## src/rtl/phase_pkg.sv

```systemverilog
package phase_pkg;
  typedef enum logic {SIDE_HS = 1'b0, SIDE_LS = 1'b1} side_e;

  // dead time has run out once the idle count reaches the programmed value
  function automatic logic dead_elapsed(input logic [31:0] idle_cnt, input logic [31:0] dt);
    return idle_cnt >= dt;
  endfunction

  // blanking length picked by the short-setting select
  function automatic logic [31:0] blank_cycles(input logic short_sel, input logic [31:0] long_c,
                                               input logic [31:0] short_c);
    return short_sel ? short_c : long_c;
  endfunction
endpackage

```

## src/rtl/bst_guard.sv

```systemverilog
module bst_guard (
  input  logic clk,
  input  logic rst_n,
  input  logic hs_cmd,
  input  logic bst_uv,
  output logic hs_block
);
  logic blk_q, cmd_q, cmd_rise, blk_eff;

  assign cmd_rise = hs_cmd & ~cmd_q;
  assign blk_eff  = blk_q & ~cmd_rise;
  assign hs_block = bst_uv | blk_eff;

  always_ff @(posedge clk or negedge rst_n) begin
    if (!rst_n) begin
      blk_q <= 1'b0;
      cmd_q <= 1'b0;
    end else begin
      blk_q <= hs_block;
      cmd_q <= hs_cmd;
    end
  end
endmodule

```

## src/rtl/dt_arbiter.sv

```systemverilog
module dt_arbiter #(
  parameter int DT_W = 10
) (
  input  logic            clk,
  input  logic            rst_n,
  input  logic            dis,
  input  logic            req_hs,
  input  logic            req_ls,
  input  logic [DT_W-1:0] dt_cycles,
  output logic            hs_on,
  output logic            ls_on,
  output logic            gap_ok
);
  import phase_pkg::*;
  logic [DT_W-1:0] idle_cnt;
  logic            hs_nx, ls_nx;

  assign gap_ok = ~hs_on & ~ls_on & dead_elapsed(32'(idle_cnt), 32'(dt_cycles));
  assign hs_nx  = hs_on ? req_hs : (gap_ok & req_hs);
  assign ls_nx  = ls_on ? req_ls : (gap_ok & req_ls);

  always_ff @(posedge clk or negedge rst_n) begin
    if (!rst_n) begin
      hs_on    <= 1'b0;
      ls_on    <= 1'b0;
      idle_cnt <= '0;
    end else begin
      hs_on <= hs_nx;
      ls_on <= ls_nx;
      if (hs_on | ls_on | dis) idle_cnt <= '0;
      else if (idle_cnt != '1) idle_cnt <= idle_cnt + 1'b1;
    end
  end
endmodule

```

## src/rtl/blank_mon.sv

```systemverilog
module blank_mon #(
  parameter int CNT_W = 9
) (
  input  logic             clk,
  input  logic             rst_n,
  input  logic             gate_on,
  input  logic [CNT_W-1:0] blank_len,
  input  logic             bad_flag,
  output logic             armed,
  output logic             fault
);
  logic [CNT_W-1:0] on_cnt;

  assign armed = on_cnt >= blank_len;

  always_ff @(posedge clk or negedge rst_n) begin
    if (!rst_n) begin
      on_cnt <= '0;
      fault  <= 1'b0;
    end else begin
      if (!gate_on) on_cnt <= '0;
      else if (on_cnt != '1) on_cnt <= on_cnt + 1'b1;
      if (gate_on & armed & bad_flag) fault <= 1'b1;
    end
  end
endmodule

```

## src/rtl/phase_gate_ctrl.sv

```systemverilog
module phase_gate_ctrl #(
  parameter int DT_W        = 10,
  parameter int BLANK_LONG  = 300,
  parameter int BLANK_SHORT = 273
) (
  input  logic            clk,
  input  logic            rst_n,
  input  logic            drv_disable,
  input  logic            hs_cmd,
  input  logic            ls_cmd,
  input  logic [DT_W-1:0] dt_cycles,
  input  logic            blank_short,
  input  logic            vds_hs,
  input  logic            vds_ls,
  input  logic            node_chk_en,
  input  logic            sw_node_hi,
  input  logic            bst_uv,
  output logic            hs_gate,
  output logic            ls_gate,
  output logic            fault_hs,
  output logic            fault_ls
);
  import phase_pkg::*;
  localparam int BLK_MAX = (BLANK_LONG > BLANK_SHORT) ? BLANK_LONG : BLANK_SHORT;
  localparam int BLK_W   = $clog2(BLK_MAX + 1);

  logic             hs_block_w, req_hs_w, req_ls_w, gap_ok_w;
  logic [BLK_W-1:0] blank_len_w;
  logic [1:0]       gate_w, bad_w, armed_w, fault_w;

  bst_guard u_guard (
    .clk(clk), .rst_n(rst_n), .hs_cmd(hs_cmd), .bst_uv(bst_uv), .hs_block(hs_block_w)
  );

  assign req_hs_w = hs_cmd & ~ls_cmd & ~drv_disable & ~hs_block_w;
  assign req_ls_w = ls_cmd & ~hs_cmd & ~drv_disable;

  dt_arbiter #(.DT_W(DT_W)) u_arb (
    .clk(clk), .rst_n(rst_n), .dis(drv_disable), .req_hs(req_hs_w), .req_ls(req_ls_w),
    .dt_cycles(dt_cycles), .hs_on(gate_w[SIDE_HS]), .ls_on(gate_w[SIDE_LS]), .gap_ok(gap_ok_w)
  );

  assign blank_len_w  = BLK_W'(blank_cycles(blank_short, 32'(BLANK_LONG), 32'(BLANK_SHORT)));
  assign bad_w[SIDE_HS] = vds_hs | (node_chk_en & ~sw_node_hi);
  assign bad_w[SIDE_LS] = vds_ls;

  for (genvar s = 0; s < 2; s++) begin : g_side
    blank_mon #(.CNT_W(BLK_W)) u_blank (
      .clk(clk), .rst_n(rst_n), .gate_on(gate_w[s]), .blank_len(blank_len_w),
      .bad_flag(bad_w[s]), .armed(armed_w[s]), .fault(fault_w[s])
    );
  end

  assign hs_gate  = gate_w[SIDE_HS];
  assign ls_gate  = gate_w[SIDE_LS];
  assign fault_hs = fault_w[SIDE_HS];
  assign fault_ls = fault_w[SIDE_LS];
endmodule

```

## config.mk

```make
export PLATFORM = sky130hd
export DESIGN_NAME = phase_gate_ctrl
export DESIGN_NICKNAME = d
export VERILOG_FILES = /design/src/rtl/phase_pkg.sv /design/src/rtl/bst_guard.sv /design/src/rtl/dt_arbiter.sv /design/src/rtl/blank_mon.sv /design/src/rtl/phase_gate_ctrl.sv
export SDC_FILE = /design/constraint.sdc
export NUM_CORES = 1
export LEC_CHECK = 0
export ABC_AREA = 1
export BUFFER_PORTS_ARGS = -buffer_cell sky130_fd_sc_hd__buf_2
export CORE_MARGIN = 10
export CORE_UTILIZATION = 60
export CTS_BUF_LIST = sky130_fd_sc_hd__clkbuf_8 sky130_fd_sc_hd__clkbuf_16
export CTS_CLUSTER_DIAMETER = 50
export DETAILED_ROUTE_END_ITERATION = 8
export GPL_ROUTABILITY_DRIVEN = 0
export PLACE_DENSITY = 0.91
export SYNTH_ARGS = -nofsm -noshare
export SYNTH_HDL_FRONTEND = slang
export SYNTH_SLANG_ARGS = --single-unit
```

## constraint.sdc

```tcl
create_clock -name clk -period 4.45 [get_ports clk]
set_clock_uncertainty 0.2 [all_clocks]
set_input_delay 0.2225 -clock clk [delete_from_list [all_inputs] [get_ports clk]]
set_output_delay 0.2225 -clock clk [all_outputs]
set_load 0.05 [all_outputs]
```

Yosys cells after proc, flatten, opt, wreduce, memory -nomap -nowiden. Index checks and enable logic that the tools add are counted.

Input port bits: 21. Flip-flop bits (word level): 34.

Order comparisons: 3. Add/sub/neg operators: 3. Reductions and logical operators: 1. Eq/ne operators: 5. Bitwise gates (word level): 29. Mux-type cells: 9.

Operator list (count): two-way mux 9 bit (4); two-way mux 10 bit (2); adder 9 x 1 -> 9 bit (second input constant) (2); >= comparator 9 bit (2); != test 9 bit (second input constant) (2); AND 1 bit (16); adder 10 x 1 -> 10 bit (second input constant) (1); >= comparator 10 bit (1); != test 10 bit (second input constant) (1); inverter 1 bit (9); two-way mux 6 bit (1); != test 2 x 1 -> 1 bit (second input constant) (2); bitwise OR 1 bit (4); two-way mux 1 bit (2); nonzero test 2 bit (1).

Depth between registers and ports, before layout.
Depth in word-level cells: 9. Depth in mapped cells: 12.

Hierarchy. A second synthesis with hierarchy kept.

Cells, all modules: 355. Area, all modules: 2583.7 sq um.

Modules (own cells, without submodules): dt_arbiter (instances 1, area each 888.4 sq um, seq. area each 300.3 sq um, cells each 115); blank_mon (g_side[1].u_blank) (instances 1, area each 795.8 sq um, seq. area each 250.2 sq um, cells each 113); blank_mon (g_side[0].u_blank) (instances 1, area each 778.2 sq um, seq. area each 250.2 sq um, cells each 107); bst_guard (instances 1, area each 68.8 sq um, seq. area each 50.0 sq um, cells each 7); phase_gate_ctrl (instances 1, area each 52.6 sq um, seq. area each 0.0 sq um, cells each 13).

Least setup slack after synthesis. No wires, ideal clock.

Kind: reg-to-reg. Start: register g_side[0].u_blank.on_cnt[1]. End: register g_side[0].u_blank.on_cnt[6]. Library setup time: 0.124 ns. Setup slack: 2.622 ns. Arrival: 1.505 ns. Cell stages (with the launch flop): 12. Clock period less this slack: 1.828 ns. Cell sequence: dfrtp_1 > ha_1 > nand3_1 > nor4_1 > ha_1 > nand2_2 > nand3_1 > inv_1 > nand2_1 > nor2_1 > o21ai_0 > a21oi_1.

Longest elaborated chain between the ends: 3. Elaborated cells between the ends (all ways): 5.

RTL lines: start, declared (RTL line blank_mon.sv:12) `logic [CNT_W-1:0] on_cnt;`; start signal, assigned (RTL line blank_mon.sv:22) `else if (on_cnt != '1) on_cnt <= on_cnt + 1'b1;`; adder 9 x 1 -> 9 bit (RTL line blank_mon.sv:22); two-way mux 9 bit (RTL line blank_mon.sv:22); two-way mux 9 bit (RTL line blank_mon.sv:21) `if (!gate_on) on_cnt <= '0;`.

Parallel ways exist; a longest one is shown, timed or not. The select of a mux whose other input is x is not followed. A chain may end at the register's enable or synchronous reset.

Worst setup path in the final report.
Start: register g_side[0].u_blank.on_cnt[1]. End: register g_side[0].u_blank.on_cnt[7].

The elaborated chain is that of the path after synthesis.

==> run summary <==
The first global-routing pass estimated 8220 um of wire. The fraction of registers with async set or reset after synthesis is 100%. Entering global routing, the biggest net connects 35 pins. Across the VDD grid, the largest voltage drop is 0.187 mV.

The root buffer cell chosen for the clock tree is sky130_fd_sc_hd__clkbuf_8. TritonCTS built the clock tree. The logs give 0 for the number of antenna violations at the first check in global routing and 640 uW for the overall power after layout. After layout, the worst path uses 46.6% of the clock period.

The number of different library cells used by synthesis comes to 33. The worst hold path belongs to the class input pin to flip-flop. Reg-to-reg critical path startpoint: g_side[0].u_blank.on_cnt[1]$_DFFE_PN0P_. The worst hold path terminates at u_arb.ls_on$_DFF_PN0_. The die span in x is 81.2 um. Traced cell by cell, the critical path runs through ha_1, nand3_1, nor4_1, ha_1, nand2_2, inv_1, nor2_1, nand4_1, o21ai_1, nand2_1, nor2_1. Setup repair after global routing left no endpoint under its margin.

The clock period could shrink to 2.08 ns. Synthesis produced 290 cells. For the pin with the worst max-slew slack, the measured transition is 0.744 ns. The endpoint of the most critical register-to-register path is g_side[0].u_blank.on_cnt[7]$_DFFE_PN0P_.

Once the floorplan was initialized, standard cells occupied 61.8% of the core. For this block, the routed nets add up to 4670 um of wire. In this run the number of H-tree levels came out at 2.

The cell area power density was 251 nW/um^2; the portion of synthesized cell area occupied by the leading cell type was 37.9%. After synthesis the netlist holds a flip-flop and latch count of 34. STA classifies the critical path startpoint as a flip-flop.

In the final routed layout, each cell accounts on average for 12.6 um. In this design, the stage delay of the slowest critical-path cell is 0.42 ns. In this run the static leakage power is 0.00136 uW.

The floorplan has 22 rows. The relative slew slack was 50.4%; the synthesis warning total was 0. Adding up every negative setup slack in the final design gives 0 ns.

The run gives 70.2% as the fraction of the core area covered by cells at the end of the flow. Fill cells in the final layout number 291. For flop-to-flop paths, the worst setup slack is 2.37 ns. The first detailed-routing pass took 7 iterations. The category of the most critical setup path is flip-flop to flip-flop. The startpoint identified for the worst hold timing path is drv_disable. Yosys attributes the largest share of cell area to sky130_fd_sc_hd__dfrtp_1 (38%), sky130_fd_sc_hd__ha_1 (14%), sky130_fd_sc_hd__nand2_1 (9.9%). In the routed layout, each cell is associated on average with a via count of 5.36.

The repair_antennas step left the layout with diodes totalling 0. In this run the deepest clock path goes through 2 buffers. The core region is 3630 sq um. The sequential cell area fraction in the yosys report is 37.9%. The mapped netlist covers 2250 sq um. The count of input and output buffers was 24. Across the run, the number of max-cap violations was 0. Detailed placement ended at an HPWL of 3470 um.

The floorplan step set the die height to 81.2 um. The synthesized area per cell was 7.74 sq um; the highest net fanout along the worst path was 5. Global routing used 15.5% of the available tracks. The run gives 0 as the detailed-route DRC error count. The die covers 6590 sq um. For this run the aggregate overflow at the end of global routing stands at 0. The master of the slowest instance on the critical path is sky130_fd_sc_hd__dfrtp_1.

The commonest register cell after synthesis is sky130_fd_sc_hd__dfrtp_1. The tools report the critical path capture point type as a flip-flop. The routed layout has 1983 vias. The worst hold path was traced through 4 stages. The initial detailed-routing violation count came out at 156. The number of nets produced by synthesis was 336.

Clock tree synthesis found a total of 34 sinks. The via count of the first global-routing pass was 1903; the number of max-slew violations in the final report was 0. The library cell occupying the most area in the post-synthesis netlist was sky130_fd_sc_hd__dfrtp_1. The CTS clock-pin slew for the worst setup and hold paths came out at 0.07 ns.

The detail route stage leaves a number of antenna-violating nets equal to 0. Yosys mapped a number of flops with a built-in enable equal to 0. Counting cells, the worst reg-to-reg path comes to 11.

Data arrives at the worst endpoint at 2.10 ns. Setup violations remaining at the end of the flow were counted as 0. Post-CTS repair changed the size of 0 cells.

The number of hold-slack violations in the final timing report is 0. The relative area change from synthesis to final layout was 13.6%. Highest attainable clock frequency: 482 MHz. Data on the critical path is required at its endpoint by 4.47 ns. The run finished with clean final reports. Pin placement for this block handled 25 I/O pins.

The logs give 0.29 ns for the clock latency on the worst-skew pair and 367 for the final-stage net count. Counting the buffers created by CTS gives 5. The post-route netlist has 15.2% of its cells at a drive strength greater than 1.
where the power goes:
part | total, uW | internal (uW) | leakage, uW | switching [uW]
Combinational | 45.5 | 19.0 | 0.000842 | 26.6
Clock | 278 | 165 | 0.0000579 | 113
Sequential | 317 | 312 | 0.000456 | 4.42
per-stage QoR:
stage	cells	hold slack (ns)	area, sq um	worst slack (ns)
6_report	370	0.0149	2550	2.37
5_1_grt	370	0.0481	2550	2.14
3_5_place_dp	359	0.129	2410	2.40
2_1_floorplan	290	-0.273	2250	2.62
4_1_cts	370	0.00879	2550	2.37
3_3_place_gp	359	0.124	2410	2.49
how the worst max path moves through the flow:
| stage | slack, ns | depth (start not counted) | startpoint | end |
|---|---|---|---|---|
| finish | 2.37 | 11 | g_side[0].u_blank.on_cnt[1]$_DFFE_PN0P_ | g_side[0].u_blank.on_cnt[7]$_DFFE_PN0P_ |
| global route | 2.14 | 11 | g_side[0].u_blank.on_cnt[1]$_DFFE_PN0P_ | g_side[0].u_blank.on_cnt[7]$_DFFE_PN0P_ |
| floorplan | 2.62 | 11 | g_side[0].u_blank.on_cnt[1]$_DFFE_PN0P_ | g_side[0].u_blank.on_cnt[6]$_DFFE_PN0P_ |
| global placement | 2.49 | 11 | g_side[0].u_blank.on_cnt[1]$_DFFE_PN0P_ | g_side[0].u_blank.on_cnt[6]$_DFFE_PN0P_ |
| detailed placement | 2.40 | 11 | g_side[0].u_blank.on_cnt[1]$_DFFE_PN0P_ | g_side[0].u_blank.on_cnt[6]$_DFFE_PN0P_ |
| CTS | 2.37 | 11 | g_side[0].u_blank.on_cnt[1]$_DFFE_PN0P_ | g_side[0].u_blank.on_cnt[7]$_DFFE_PN0P_ |
timing repair:
item,CTS,global route
setup buffers,0,0
hold endpoints to repair,36,0
hold buffers,3,0
layout make-up:
| cell class | count | area, sq um | area share, % |
|---|---|---|---|
| timing repair buffer | 27 | 150 | 5.88 |
| tap | 48 | 60.1 | 2.35 |
| sequential | 34 | 851 | 33.3 |
| clock buffer | 5 | 68.8 | 2.70 |
| clock inverter | 3 | 40.0 | 1.57 |
| multi-input combinational | 198 | 1170 | 45.9 |
| inverter | 55 | 211 | 8.28 |
cells in the final DEF, fill, tap and decap left out, drive strengths merged, types with 4 or more instances in the layout:
cell type and count:
o21ai 15, ha 25, a21oi 18, nand2 64
inv 54, nor2 19, nand3 30, nand4 4
nor3 9, clkbuf 5, buf 24, dfrtp 34
registers in the layout, summed over array words and instances, names as in the netlist:
signal                 count
u_arb.ls_on                1
u_arb.hs_on                1
g_side.u_blank.fault       2
u_guard.blk_q              1
u_arb.idle_cnt            10
g_side.u_blank.on_cnt     18
u_guard.cmd_q              1
cell families after synthesis:
kind of cell	after synthesis	synth area share [%]
AOI/OAI and AO/OA	40	9.86
buffers and inverters	58	9.97
xor gates and xnor gates	2	0.780
DFF	34	37.9
and+or+nand+nor	131	27.6
adders and majority gates	25	13.9
critical path, delay by kind of cell (launching register included):
kind | cells | cell delay [ns]
adder cells (fa/ha/maj) | 2 | 0.44
AND/OR/NAND/NOR | 7 | 0.73
AO/OA/AOI/OAI | 1 | 0.15
flip-flops | 1 | 0.42
buffers and inverters | 1 | 0.08
Yosys cell counts, types with 2 or more instances:
master                     instances
sky130_fd_sc_hd__a21oi_1          18
sky130_fd_sc_hd__clkbuf_1          2
sky130_fd_sc_hd__dfrtp_1          34
sky130_fd_sc_hd__ha_1             25
sky130_fd_sc_hd__inv_1            51
sky130_fd_sc_hd__inv_2             3
sky130_fd_sc_hd__nand2_1          59
sky130_fd_sc_hd__nand2_2           4
sky130_fd_sc_hd__nand3_1          27
sky130_fd_sc_hd__nand3_2           2
sky130_fd_sc_hd__nand4_1           4
sky130_fd_sc_hd__nor2_1           17
sky130_fd_sc_hd__nor3_1            8
sky130_fd_sc_hd__nor4_1            3
sky130_fd_sc_hd__o21ai_0          13
sky130_fd_sc_hd__o31ai_1           3
per-layer routing:
layer  part of all wire, %  up-vias  GRT usage [%]  wire (um)
li1                      -     1014              -          -
met1                    45      906           18.6       2110
met2                    48       54           25.9       2250
met3                   5.2        9           4.42        241
met4                   1.4        0           6.06         67
met5                     0        -              0          0
No activity file was read; power rests on OpenSTA's default activity.
